[src/rtl/brc_pkg.sv]
package brc_pkg;
    typedef enum logic [2:0] {
        ST_IDLE,
        ST_INIT,
        ST_DATA,
        ST_GAP,
        ST_SUSP
    } brc_state_e;
endpackage

[src/rtl/brc_init_calc.sv]
module brc_init_calc #(
    parameter int AW         = 23,
    parameter int BLK_W      = 6,
    parameter int LATW       = 4,
    parameter int SLOW_EXTRA = 1,
    parameter int GAP_CYC    = 2,
    parameter int CNTW       = 5
) (
    input  logic [AW-1:0]   start_addr,
    input  logic [LATW-1:0] lat_cfg,
    input  logic            slow_clk,
    input  logic            reduced_hs,
    output logic [CNTW-1:0] init_cnt,
    output logic            late_start
);
    // start offset is one of the last two words of its block
    assign late_start = &start_addr[BLK_W-1:1];

    always_comb begin
        init_cnt = CNTW'(lat_cfg);
        if (slow_clk)
            init_cnt = init_cnt + CNTW'(SLOW_EXTRA);
        if (reduced_hs && late_start)
            init_cnt = init_cnt + CNTW'(GAP_CYC);
    end
endmodule

[src/rtl/brc_boundary_det.sv]
module brc_boundary_det #(
    parameter int AW    = 23,
    parameter int BLK_W = 6
) (
    input  logic [AW-1:0] cur_addr,
    input  logic          wrap_mode,
    input  logic          skip_pend,
    output logic          at_edge,
    output logic          gap_req
);
    assign at_edge = !wrap_mode && (&cur_addr[BLK_W-1:0]);
    assign gap_req = at_edge && !skip_pend;
endmodule

[src/rtl/burst_rdy_ctrl.sv]
module burst_rdy_ctrl #(
    parameter int AW         = 23,
    parameter int BLK_W      = 6,
    parameter int LATW       = 4,
    parameter int SLOW_EXTRA = 1,
    parameter int GAP_CYC    = 2
) (
    input  logic            clk,
    input  logic            rst_n,
    input  logic            addr_vld,
    input  logic [AW-1:0]   start_addr,
    input  logic [AW-1:0]   cur_addr,
    input  logic            ce_n,
    input  logic            oe_n,
    input  logic            we_n,
    input  logic            wrap_mode,
    input  logic            reduced_hs,
    input  logic            slow_clk,
    input  logic [LATW-1:0] lat_cfg,
    output logic            rdy,
    output logic            adv_en
);
    import brc_pkg::*;

    localparam int CNTW = $clog2((1 << LATW) + SLOW_EXTRA + GAP_CYC);

    brc_state_e      state_q, state_d;
    brc_state_e      ret_q, ret_d;
    logic [CNTW-1:0] cnt_q, cnt_d;
    logic            skip_q, skip_d;

    logic [CNTW-1:0] init_cnt;
    logic            late_start;
    logic            at_edge;
    logic            gap_req;
    logic            hold;

    brc_init_calc #(
        .AW(AW), .BLK_W(BLK_W), .LATW(LATW),
        .SLOW_EXTRA(SLOW_EXTRA), .GAP_CYC(GAP_CYC), .CNTW(CNTW)
    ) init_i (
        .start_addr (start_addr),
        .lat_cfg    (lat_cfg),
        .slow_clk   (slow_clk),
        .reduced_hs (reduced_hs),
        .init_cnt   (init_cnt),
        .late_start (late_start)
    );

    brc_boundary_det #(
        .AW(AW), .BLK_W(BLK_W)
    ) edge_i (
        .cur_addr  (cur_addr),
        .wrap_mode (wrap_mode),
        .skip_pend (skip_q),
        .at_edge   (at_edge),
        .gap_req   (gap_req)
    );

    assign hold = !ce_n && oe_n && we_n;

    // next-state logic
    always_comb begin
        state_d = state_q;
        ret_d   = ret_q;
        cnt_d   = cnt_q;
        skip_d  = skip_q;
        if (ce_n) begin
            state_d = ST_IDLE;
        end else if (addr_vld) begin
            skip_d = late_start;
            if (init_cnt == '0) begin
                state_d = ST_DATA;
            end else begin
                state_d = ST_INIT;
                cnt_d   = init_cnt;
            end
        end else if (hold) begin
            if (state_q == ST_INIT || state_q == ST_DATA || state_q == ST_GAP) begin
                state_d = ST_SUSP;
                ret_d   = state_q;
            end
        end else begin
            unique case (state_q)
                ST_IDLE: ;
                ST_INIT, ST_GAP: begin
                    if (cnt_q <= CNTW'(1))
                        state_d = ST_DATA;
                    else
                        cnt_d = cnt_q - CNTW'(1);
                end
                ST_DATA: begin
                    if (at_edge) begin
                        skip_d = 1'b0;
                        if (gap_req) begin
                            state_d = ST_GAP;
                            cnt_d   = CNTW'(GAP_CYC);
                        end
                    end
                end
                ST_SUSP: state_d = ret_q;
                default: state_d = ST_IDLE;
            endcase
        end
    end

    // state register
    always_ff @(posedge clk or negedge rst_n) begin
        if (!rst_n) begin
            state_q <= ST_IDLE;
            ret_q   <= ST_IDLE;
            cnt_q   <= '0;
            skip_q  <= 1'b0;
        end else begin
            state_q <= state_d;
            ret_q   <= ret_d;
            cnt_q   <= cnt_d;
            skip_q  <= skip_d;
        end
    end

    // outputs
    always_comb begin
        rdy    = 1'b1;
        adv_en = 1'b0;
        unique case (state_q)
            ST_IDLE:         rdy = 1'b1;
            ST_INIT, ST_GAP: rdy = 1'b0;
            ST_DATA: begin
                rdy    = 1'b1;
                adv_en = !hold;
            end
            ST_SUSP:         rdy = (ret_q == ST_DATA);
            default:         rdy = 1'b1;
        endcase
    end
endmodule

[config.mk]
export PLATFORM = sky130hd
export DESIGN_NAME = burst_rdy_ctrl
export DESIGN_NICKNAME = d
export VERILOG_FILES = /design/src/rtl/brc_pkg.sv /design/src/rtl/brc_init_calc.sv /design/src/rtl/brc_boundary_det.sv /design/src/rtl/burst_rdy_ctrl.sv
export SDC_FILE = /design/constraint.sdc
export NUM_CORES = 1
export LEC_CHECK = 0
export BUFFER_PORTS_ARGS = -buffer_cell sky130_fd_sc_hd__buf_2
export CAP_MARGIN = 10
export CORE_ASPECT_RATIO = 0.7
export CORE_MARGIN = 5
export CORE_UTILIZATION = 30
export CTS_CLUSTER_DIAMETER = 200
export DETAILED_ROUTE_END_ITERATION = 7
export PLACE_DENSITY = 0.63
export SLEW_MARGIN = 0
export SYNTH_ARGS = -nofsm -noshare
export SYNTH_HDL_FRONTEND = slang
export SYNTH_SLANG_ARGS = --single-unit
[constraint.sdc]
create_clock -name clk -period 4.81 [get_ports clk]
set_clock_uncertainty 0.05 [all_clocks]
set_input_delay 0.2405 -clock clk [delete_from_list [all_inputs] [get_ports clk]]
set_output_delay 0.2405 -clock clk [all_outputs]
set_load 0.1 [all_outputs]
# After elaboration in Yosys (flattened, before gate mapping)
# Index checks and enable logic that the tools add are counted.
# op_classes
n_addsub	3
n_reduce_logical	23
n_mul	0
div	0
mux	24
n_eq_ne	15
shift	0
bitwise_logic	2
order_cmp	1
# op_table
op	n
$mux W5	8
$mux W3	7
$pmux W3 S4	1
$ne A5 B4 Y1 const B	2
$pmux W5 S2	1
$reduce_and A5 Y1	2
$eq A3 B2 Y1 const B	3
$reduce_and A4 Y1	2
$reduce_and A7 Y1	1
$ne A3 B2 Y1 const B	2
$reduce_and A6 Y1	1
$add A4 B1 Y5 const B	1
$add A5 B2 Y5 const B	1
$le A5 B1 Y1 const B	1
$logic_and A1 B1 Y1	5
$logic_not A5 Y1	1
$mux W1	5
$ne A5 B5 Y1 const B	1
$sub A5 B1 Y5 const B	1
$logic_not A1 Y1	4
$ne A2 B2 Y1 const B	2
$ne A4 B3 Y1 const B	1
$ne A4 B4 Y1 const B	1
$reduce_bool A2 Y1	2
10 further kinds	12
# word_totals
latchBits	0
output_inout_bits	2
memories	0
rom_bits	0
register_bits	12
mem_bits_rw	0

# Depth between registers and ports, before layout
# Gate-level depths: netlist of run 1.
# depth
word_depth	9
depth_mapped	7

# Modules after synthesis
# A second synthesis of run 1 with hierarchy kept.
# hier_totals
cells_unflattened	116
area_unflattened_um2	1017.2
# by_module_without_submodules
module	area_per_inst_um2	seq_area_each_um2	n_inst	cells_per_inst
burst_rdy_ctrl	808.3	300.3	1	93
brc_init_calc	166.4	0.0	1	19
brc_boundary_det	42.5	0.0	1	4

# Least setup slack after synthesis of run 1
# Ideal clock, no wire load.
# synth_timing
path_kind	reg2out
from	register ret_q[2]
to	output port rdy
t_required_ns	4.519
stages_incl_launch_ff	3
slack_ns	2.142
path_buffers	0
arrival_ns	2.377
cell_sequence	dfrtp_1 -> or3b_2 -> a31oi_1
# synth_via
elab_chain_len	2
# synth_lines
element	line	source
from (decl)	burst_rdy_ctrl.sv:28	brc_state_e ret_q, ret_d;
from (signal assigned)	burst_rdy_ctrl.sv:116	ret_q <= ret_d;
$eq A3 B2 Y1	burst_rdy_ctrl.sv:133	ST_SUSP: rdy = (ret_q == ST_DATA);
$pmux W1 S2	burst_rdy_ctrl.sv:126	unique case (state_q)
to (decl)	burst_rdy_ctrl.sv:20	output logic rdy,
# Every way passes these cells.

# Worst setup path after layout of run 1
# Ends and elaborated chain as after synthesis.

==> flow_summary_export.csv, run 1 <==
group,metric,value,unit
setup_path,cp-end-kind,"output port",
setup_path,rrSetupSlack,2820,ps
power,clock_power_share,0.240,
logic_synthesis,synthMuxAreaShare,0.0271,
power,p_total,0.000379,W
logic_synthesis,ys.flop_type,"dfrtp_1",
detailed_routing,drt-initial-drc-count,42,
grt,top_usage_layer,"met1",
die,core,3630,µm²
setup_path,r2r-start,"state_q[2]$_DFFE_PN0P_",
logic_synthesis,synth_top_area_frac,0.260,
hold_path,hold_class,"input port to flop",
sta,rsz0062_at_grt,"false",
clock_network,clock_latency,240,ps
detailed_routing,wl_per_cell,13.0,µm
power,peakVddDrop,0.000118,V
logic_synthesis,synth_fa_ha_area_frac,0.0325,
power,p_sw_frac,0.380,
final_layout,area_growth,17.2,%
power,internal_power,0.000235,W
setup_path,cp_max_fo,3,
clock_network,path_clk_slew,50,ps
logic_synthesis,synth-xor-area-share,0.0379,
grt,antenna_found_initial,0,
setup_path,crit_chain,"or3b_2 -> a31oi_1 -> buf_2",
logic_synthesis,ys_warn_count,0,
final_layout,seqCellArea,300,µm²
placed_design,place_congestion,0.785,
logic_synthesis,synth-edff-count,0,
detailed_routing,drcViolationCount,0,
placed_design,post-dp-hpwl,2210,µm
final_layout,diodes,0,
grt,grt_util_met2,0.156,
logic_synthesis,synth_top_area_cell,"dfrtp_1",
power,p_sw,0.000144,W
hold_path,holdPathStages,2,
setup_path,rr_endpoint,"cnt_q[1]$_DFFE_PN0P_",
setup_path,critPathRequiredTime,4520,ps
detailed_routing,num_vias,1080,
final_layout,final_cell_mix,"25 x buf_2, 14 x nor2_1, 14 x nand2_1",
logic_synthesis,synthesis.instances,140,
sta,setup_violations,0,
run,cap_violations,0,
setup_path,slowest_delay,460,ps
clock_network,clock-sinks,12,
logic_synthesis,synth_compound_area_frac,0.287,
final_layout,drive_above_1_share,0.239,
power,power.density,280,nW/µm²
logic_synthesis,ys_top_cells_by_area,"dfrtp_1 26%, o21ai_0 4.8%, nand2_1 4.5%",
logic_synthesis,avgSynthCellArea,8.26,µm²
grt,grt_pass1_vias,973,
detailed_routing,drtPass1Iterations,4,
die,dieWidth,84.2,µm
detailed_routing,routed_via_density,5.07,
clock_network,cts_buffers,3,
grt,grt-ovfl-total,0,
final_layout,n_fill_cell,388,
sta,finalSetupTns,0,ps
final_layout,nets,227,
detailed_routing,postRouteAntennaNets,0,
clock_network,cts_buffer_depth,2,
detailed_routing,wl,2760,µm
power,leakage,0.586,nW
logic_synthesis,syn_area,1160,µm²
grt,grt_pass1_wl,4710,µm
clock_network,htree_levels,1,
setup_path,crit_path_start_kind,"flop",
sta,hold_slack,249,ps
die,die_area,5220,µm²
sta,worstMarginPinSlew,506,ps
die,row_count,18,
power,seq_power_share,0.377,
final_layout,multi_input_area,793,µm²
die,io_pins,61,
sta,finalCritPeriodShare,0.417,
clock_network,cts_tree,"yes",
die,start_util,0.319,
final_layout,layout_commonest_cell,"buf_2",
sta,hold_viol,0,
logic_synthesis,synthSimpleGateAreaFrac,0.302,
logic_synthesis,yosysSeqAreaShare,0.260,
outcome,status,"finished, final reports clean",
setup_path,startpoint,"ret_q[2]$_DFFE_PN0P_",
logic_synthesis,ys_async_sr_fraction,1.00,
logic_synthesis,ys_seq_elements,12,
clock_network,cts-resized-gates,0,
setup_path,arrival,1710,ps
sta,drv_slew,0,
logic_synthesis,synth_top_family_by_area,"simple AND/OR/NAND/NOR gates",
setup_path,r2r_cells,6,
grt,grtUsageMet1,0.176,
clock_network,cts_root_buffer,"clkbuf_8",
logic_synthesis,synth_nets,202,
placed_design,port_buffers,25,
setup_path,worstSetupPathType,"flop to output port",
sta,slew_headroom,0.662,
die,die_y,61.9,µm
sta,fmax,499,MHz
power,power_frac_comb,0.384,
setup_path,crit_end,"rdy",
grt,groute.usage.overall,0.114,
grt,met3_usage,0.0369,
setup_path,slowest_stage,"or3b_2",
grt,grt_max_degree,23,
sta,period_needed,2000,ps
hold_path,hold_start,"ce_n",
logic_synthesis,synth.distinct_cells,45,
through the flow:
stage	worst slack [ps]	instance area, µm²	util	cells
after floorplan	2140	1160	-	140
after global placement	2750	1300	0.360	209
after detailed placement	2730	1300	0.360	209
after CTS	2770	1360	0.374	213
after global routing	2670	1360	0.374	213
final	2810	1360	0.374	213
cells in the mapped netlist, types with 3 or more instances:
library cell	number
nor3_1	7
and3_1	3
inv_1	6
nand2b_1	5
nor2_1	14
o21ai_0	11
nand3_1	3
nand2_1	14
xor2_1	4
nand4_1	5
a21oi_1	6
o21a_1	3
ha_1	3
dfrtp_1	12
worst max-delay path: cells and delay by family (launching register included):
kind	cells	cell delay, ps
and+or+nand+nor	1	460
buffers and inverters	1	450
DFF	1	390
AOI/OAI and AO/OA	1	170
area by class of cell:
class / instances / area share
well taps: 50 / 0.0462
inverters: 6 / 0.0166
clock buffers: 3 / 0.0305
multi-input cells: 116 / 0.585
flip-flops and latches: 12 / 0.222
repair buffers: 26 / 0.0997
worst min path at each step:
stage	endpoint	slack (ps)
2_1_floorplan	cnt_q[0]$_DFFE_PN0P_	-110
5_1_grt	state_q[1]$_DFFE_PN0P_	260
3_3_place_gp	cnt_q[4]$_DFFE_PN0P_	90
3_5_place_dp	cnt_q[2]$_DFFE_PN0P_	90
4_1_cts	state_q[0]$_DFFE_PN0P_	240
6_report	state_q[0]$_DFFE_PN0P_	250
per-layer routing:
metal | routed length (µm) | vias up
li1 | - | 564
met1 | 1530 | 497
met4 | 0 | 0
met2 | 1120 | 19
met3 | 111 | 0
met5 | 0 | -
sequential cells by signal, summed over array words and instances (netlist names):
signal / cells
skip_q: 1
ret_q: 3
cnt_q: 5
state_q: 3
power by group through the flow:
| stage | clock, W | combinational [W] | sequential (W) |
|---|---|---|---|
| after floorplan | 0 | 0.000114 | 0.000138 |
| after global placement | 0 | 0.000144 | 0.000145 |
| after detailed placement | 0 | 0.000145 | 0.000144 |
| after CTS | 0.0000977 | 0.000146 | 0.000143 |
| after global routing | 0.000105 | 0.000165 | 0.000146 |
| final | 0.0000908 | 0.000145 | 0.000143 |
logic make-up (layout without fill, tap and decap cells):
logic type / count (synthesis) / count (layout)
AND/OR/NAND/NOR: 64 / 64
AO/OA/AOI/OAI: 41 / 41
flip-flops: 12 / 12
buffers and inverters: 12 / 35
XOR/XNOR: 5 / 5
adder cells (fa/ha/maj): 3 / 3
multiplexers: 3 / 3
repair_timing:
item / CTS / global route
setup endpoints to repair: 0 / 0
hold buffers: 1 / 0
hold endpoints to repair: 12 / 0
buffers inserted: 0 / 0
Power figures use the tool's default switching activity.
==> run 2, diff against run 1 <==
- clock period: 4.81 -> 2.05 ns (I/O delays scaled with it)
==> run 2 against run 1 <==
  * Hold slack worse by 150 ps
  * Combinational power grew to 2.7 times the previous value
  * Register-to-register slack got worse by 2700 ps
  * Routed wire length is 11% higher
  * Final cell count up 2.3%
  * Non-clock buffer count increased by 4
  * Largest cell class unchanged
  * Via count up 6.3%
  * Clock power up 150%
  * Setup slack worse by 2700 ps
  * Critical path depth is 5 higher
  * Sequential power rose by 130%
  * Highest routed layer is now met4
==> flow_summary_export.csv, run 2 (synthesized netlist as in run 1, its figures left out) <==
group,metric,value,unit
die,core,3630,µm²
setup_path,cp-end-kind,"flop",
sta,setup_violations,0,
die,start_util,0.319,
die,io_pins,61,
final_layout,regMostFlops,"cnt_q",
sta,drv_slew,0,
clock_network,htree_levels,1,
setup_path,crit_end,"cnt_q[0]$_DFFE_PN0P_",
placed_design,port_buffers,25,
final_layout,largest_reg_flops,5,
setup_path,rrSetupSlack,90,ps
final_layout,final_cell_mix,"25 x buf_2, 14 x nor2_1, 14 x nand2_1",
grt,grt_pass1_wl,4790,µm
setup_path,rr_endpoint,"cnt_q[1]$_DFFE_PN0P_",
setup_path,r2r_cells,6,
setup_path,crit_top_cell,"a21oi_1",
detailed_routing,drt-initial-drc-count,38,
clock_network,clock_latency,240,ps
grt,antenna_found_initial,0,
run,cap_violations,0,
setup_path,crit_chain,"buf_2 -> ha_1 -> nand4b_1 -> a21oi_1 -> nor3b_1 -> o311ai_4 -> a221oi_2 -> a21oi_1",
sta,period_needed,1980,ps
sta,fmax,504,MHz
final_layout,nets,232,
clock_network,cts_root_buffer,"clkbuf_8",
clock_network,path_clk_slew,60,ps
hold_path,hold_class,"input port to flop",
outcome,status,"finished, final reports clean",
power,peakVddDrop,0.000269,V
final_layout,largestRegisters,"cnt_q: 5 flops, ret_q: 3 flops, state_q: 3 flops",
placed_design,post-dp-hpwl,2190,µm
sta,finalCritPeriodShare,0.967,
sta,worstMarginPinSlew,904,ps
setup_path,slowest_delay,760,ps
setup_path,r2r-start,"cnt_q[0]$_DFFE_PN0P_",
final_layout,layout_commonest_cell,"buf_2",
detailed_routing,drtPass1Iterations,4,
setup_path,slowest_stage,"nor3b_1",
setup_path,path_depth,8,
detailed_routing,routed_via_density,5.27,
die,die_y,61.9,µm
setup_path,critPathRequiredTime,2120,ps
setup_path,cp_max_fo,7,
clock_network,cts_tree,"yes",
setup_path,crit_path_start_kind,"input port",
grt,groute.usage.overall,0.115,
placed_design,place_congestion,0.812,
setup_path,startpoint,"lat_cfg[1]",
setup_path,worstSetupPathType,"input port to flop",
grt,grt-ovfl-total,0,
detailed_routing,drcViolationCount,0,
power,leakage,0.612,nW
detailed_routing,postRouteAntennaNets,0,
final_layout,finish.instance_area,1420,µm²
setup_path,arrival,2050,ps
detailed_routing,wl,3080,µm
final_layout,drive_above_1_share,0.274,
die,row_count,18,
setup_path,path_delay_family,"simple AND/OR/NAND/NOR gates",
clock_network,cts_buffer_depth,2,
sta,finalSetupTns,0,ps
final_layout,area_growth,22.8,%
clock_network,cts_buffers,3,
sta,hold_viol,0,
grt,grt_pass1_vias,1063,
final_layout,diodes,0,
placed_design,place_area,1330,µm²
die,die_area,5220,µm²
detailed_routing,wl_per_cell,14.1,µm
die,dieWidth,84.2,µm
setup_path,path_buf_inv,1,
detailed_routing,num_vias,1148,
sta,slew_headroom,0.396,
grt,grt_max_degree,23,
clock_network,clock-sinks,12,
power,power.density,661,nW/µm²
## run 2: worst min-delay path by stage
stage,startpoint,to,depth (start not counted)
CTS,ce_n,state_q[1]$_DFFE_PN0P_,2
global placement,rst_n,cnt_q[4]$_DFFE_PN0P_,1
floorplan,rst_n,cnt_q[0]$_DFFE_PN0P_,0
detailed placement,rst_n,cnt_q[4]$_DFFE_PN0P_,1
finish,ce_n,state_q[1]$_DFFE_PN0P_,2
global route,ce_n,state_q[1]$_DFFE_PN0P_,2
## run 2: power breakdown
group          internal [W]  total [W]  switching [W]
sequential         0.000286   0.000332      0.0000458
combinational      0.000154   0.000385       0.000231
clock              0.000130   0.000223      0.0000928
## run 2: final cells by class
cell class | instances | area [µm²]
Fill cell | 375 | 2210
Sequential cell | 12 | 300
Inverter | 6 | 22.5
Clock buffer | 3 | 41.3
Tap cell | 50 | 62.6
Multi-Input combinational cell | 117 | 828
Timing Repair Buffer | 30 | 165
## run 2: per-layer routing
metal / global-route usage / vias to the layer above / routed length (µm)
li1: - / 585 / -
met5: 0 / - / 0
met1: 0.168 / 519 / 1650
met3: 0.0395 / 2 / 214
met2: 0.166 / 42 / 1190
met4: 0.0161 / 0 / 21
## run 2: timing repair
item / 4_1_cts / 5_1_grt
setup buffers: 0 / 1
hold buffers: 1 / 0
endpoints found under the hold margin: 12 / 0
endpoints found under the setup margin: 0 / 5
resized for setup: 0 / 2
## run 2: through the flow
step | hold WS, ps | setup WS (ps) | cells | util | power [W]
after detailed placement | -48.0 | 75.7 | 212 | 0.367 | 0.000696
after floorplan | -243 | 65.6 | 140 | - | 0.000594
after global placement | -48.1 | 87.0 | 212 | 0.367 | 0.000693
final | 104 | 67.1 | 218 | 0.392 | 0.000939
after CTS | 103 | 65.5 | 216 | 0.382 | 0.000923
after global routing | 130 | -91.0 | 218 | 0.392 | 0.00101
==> run 3, diff against run 2 <==
- ABC_AREA: not set -> 1
- CTS_CLUSTER_SIZE: not set -> 28
- PLACE_DENSITY: 0.63 -> 0.64
- SYNTH_HIERARCHICAL: not set -> 1
==> run 3 against run 2 <==
  * Non-clock buffer count down 3
  * Critical path type is now flop to output port
  * Area after synthesis down 3.8%
  * Fmax up 1.8%
  * Combinational power up 4%
  * Flip-flop and latch count unchanged
  * Global-route usage up 0.46 points
  * Die area down 3.3%
  * Clock power down 3%
  * Highest routed layer unchanged
  * Utilization down 0.59 points
  * Clock-buffer cell count unchanged
  * Hold slack better by 51 ps
==> flow_summary_export.csv, run 3 <==
group,metric,value,unit
outcome,status,"finished, final reports clean",
logic_synthesis,ys_warn_count,6,
die,die_y,60.9,µm
setup_path,arrival,1800,ps
sta,drv_slew,0,
detailed_routing,postRouteAntennaNets,0,
power,peakVddDrop,0.000390,V
clock_network,clock-sinks,12,
setup_path,cp_max_fo,4,
detailed_routing,routed_via_density,4.53,
logic_synthesis,ys_top_cells_by_area,"dfrtp_1 27%, nand2_1 18%, nand3_1 11%",
detailed_routing,drtPass1Iterations,4,
logic_synthesis,ys_async_sr_fraction,1.00,
clock_network,cts-resized-gates,0,
setup_path,crit_path_start_kind,"flop",
setup_path,rrSetupSlack,560,ps
final_layout,nets,271,
logic_synthesis,synth_nets,240,
die,row_count,18,
sta,fmax,513,MHz
clock_network,htree_levels,1,
sta,slew_headroom,0.674,
sta,finalSetupTns,0,ps
sta,finalCritPeriodShare,0.950,
detailed_routing,wl,2610,µm
logic_synthesis,synth_top_area_frac,0.270,
final_layout,layout_commonest_cell,"nand2_1",
grt,antenna_found_initial,0,
placed_design,place_congestion,0.879,
final_layout,largest_reg_flops,5,
sta,setup_violations,0,
hold_path,hold_start,"ce_n",
detailed_routing,wl_per_cell,10.2,µm
final_layout,final_cell_mix,"54 x nand2_1, 25 x buf_2, 24 x nand3_1",
detailed_routing,num_vias,1159,
clock_network,clock_latency,240,ps
sta,worstMarginPinSlew,492,ps
clock_network,cts_buffers,3,
logic_synthesis,synthesis.instances,177,
placed_design,post-dp-hpwl,2200,µm
final_layout,multi_input_area,741,µm²
logic_synthesis,synth_top_area_cell,"dfrtp_1",
clock_network,cts_tree,"yes",
die,io_pins,61,
sta,hold_viol,0,
clock_network,path_clk_slew,60,ps
setup_path,r2r_cells,8,
setup_path,crit_end,"rdy",
logic_synthesis,synth-edff-count,0,
final_layout,diodes,0,
power,p_sw,0.000397,W
logic_synthesis,netlist_top_cells_count,"54 x nand2_1, 24 x nand3_1, 21 x nor2_1",
clock_network,cts_buffer_depth,2,
logic_synthesis,syn_area,1110,µm²
setup_path,crit_top_cell,"inv_1",
detailed_routing,dr_wl_met3,174,µm
die,dieWidth,82.8,µm
setup_path,critPathRequiredTime,1900,ps
final_layout,seqCellArea,300,µm²
power,p_sw_frac,0.413,
setup_path,r2r-start,"state_q[2]$_DFFE_PN0P_",
final_layout,area_growth,23.4,%
sta,rsz0062_at_grt,"false",
setup_path,worstSetupPathType,"flop to output port",
logic_synthesis,ys_seq_elements,12,
sta,period_needed,1950,ps
grt,grt_pass1_wl,4600,µm
detailed_routing,drt-initial-drc-count,91,
detailed_routing,met1Wirelength,1370,µm
detailed_routing,top_layer,"met4",
run,cap_violations,0,
die,start_util,0.313,
placed_design,place_area,1320,µm²
logic_synthesis,avgSynthCellArea,6.28,µm²
grt,grt_max_degree,14,
grt,grt_pass1_vias,1085,
logic_synthesis,ys.flop_type,"dfrtp_1",
logic_synthesis,synth.distinct_cells,25,
power,clock_power_share,0.226,
final_layout,n_fill_cell,388,
power,power.density,701,nW/µm²
clock_network,cts_hold_buf,1,
detailed_routing,drcViolationCount,0,
logic_synthesis,synth.most_common_cell,"nand2_1",
setup_path,slowest_delay,460,ps
power,seq_power_share,0.359,
power,power_frac_comb,0.415,
setup_path,cp-end-kind,"output port",
grt,grt-ovfl-total,0,
hold_path,hold_class,"input port to flop",
power,internal_power,0.000565,W
placed_design,port_buffers,25,
final_layout,drive_above_1_share,0.238,
final_layout,finish.instance_area,1370,µm²
detailed_routing,met2_length,1030,µm
die,core,3560,µm²
setup_path,rr_endpoint,"cnt_q[3]$_DFFE_PN0P_",
grt,groute.usage.overall,0.119,
logic_synthesis,yosysSeqAreaShare,0.270,
setup_path,startpoint,"state_q[0]$_DFFE_PN0P_",
setup_path,crit_chain,"inv_1 -> nand3_1 -> inv_1 -> nand2_1 -> o32ai_4 -> buf_2",
clock_network,cts_setup_buffers,0,
die,die_area,5050,µm²
power,leakage,0.717,nW
clock_network,cts_root_buffer,"clkbuf_8",
setup_path,slowest_stage,"buf_2",
final_layout,largestRegisters,"cnt_q: 5 flops, ret_q: 3 flops, state_q: 3 flops",
final_layout,regMostFlops,"cnt_q",
[run 3: cell types whose count changed after synthesis, sizes merged, moves of 3 or more]
cell,delta
nor3b,-3
nor3,-7
nand4,-3
buf,-3
nand3,+24
xor2,-3
inv,+16
nor2,+12
nand2,+43
o21a,-3
and3,-3
nand2b,-5
[run 3: final cells by class]
class / instances / share of cell area
flip-flops and latches: 12 / 0.219
well taps: 50 / 0.0456
multi-input cells: 142 / 0.540
inverters: 22 / 0.0620
clock buffers: 3 / 0.0301
repair buffers: 27 / 0.104
[run 3: cells by family after synthesis]
family	Yosys count	synth area share
xor gates and xnor gates	3	0.0236
and+or+nand+nor	112	0.453
buffers and inverters	23	0.0810
DFF	12	0.270
AOI/OAI and AO/OA	23	0.127
adders and majority gates	4	0.0450
[run 3: metal layers]
layer  vias up  track usage
met5         -            0
li1        634            -
met2        26        0.183
met1       492        0.159
met4         0       0.0326
met3         7       0.0445
[run 3: power groups by stage]
stage          sequential (W)  clock [W]  combinational, W
2_1_floorplan        0.000336          0          0.000305
3_3_place_gp         0.000347          0          0.000393
3_5_place_dp         0.000348          0          0.000395
4_1_cts              0.000344   0.000227          0.000400
6_report             0.000346   0.000217          0.000399
5_1_grt              0.000355   0.000247          0.000463
[run 3: how the worst min path moves through the flow]
stage	to	slack (ps)	cells after the start
final	skip_q$_DFFE_PN0P_	160	4
after global routing	skip_q$_DFFE_PN0P_	180	4
after CTS	state_q[2]$_DFFE_PN0P_	150	4
after detailed placement	skip_q$_DFFE_PN0P_	-50	1
after global placement	skip_q$_DFFE_PN0P_	-50	1
after floorplan	cnt_q[0]$_DFFE_PN0P_	-240	0
[run 3: per-stage QoR]
stage               worst slack [ps]  utilization  hold slack, ps  std cells  power, W
global route                    6.34        0.386             179        256   0.00106
finish                           102        0.386             155        256  0.000962
global placement                 148        0.371           -48.8        252  0.000740
detailed placement               131        0.371           -47.9        252  0.000744
CTS                             89.1        0.386             153        256  0.000970
floorplan                       2.93            -            -243        177  0.000641
[run 3: critical path, delay by kind of cell, from the launching register on]
kind / cells / cell delay (ps)
buffers and inverters: 3 / 690
AO/OA/AOI/OAI: 1 / 200
flip-flops: 1 / 440
AND/OR/NAND/NOR: 2 / 220
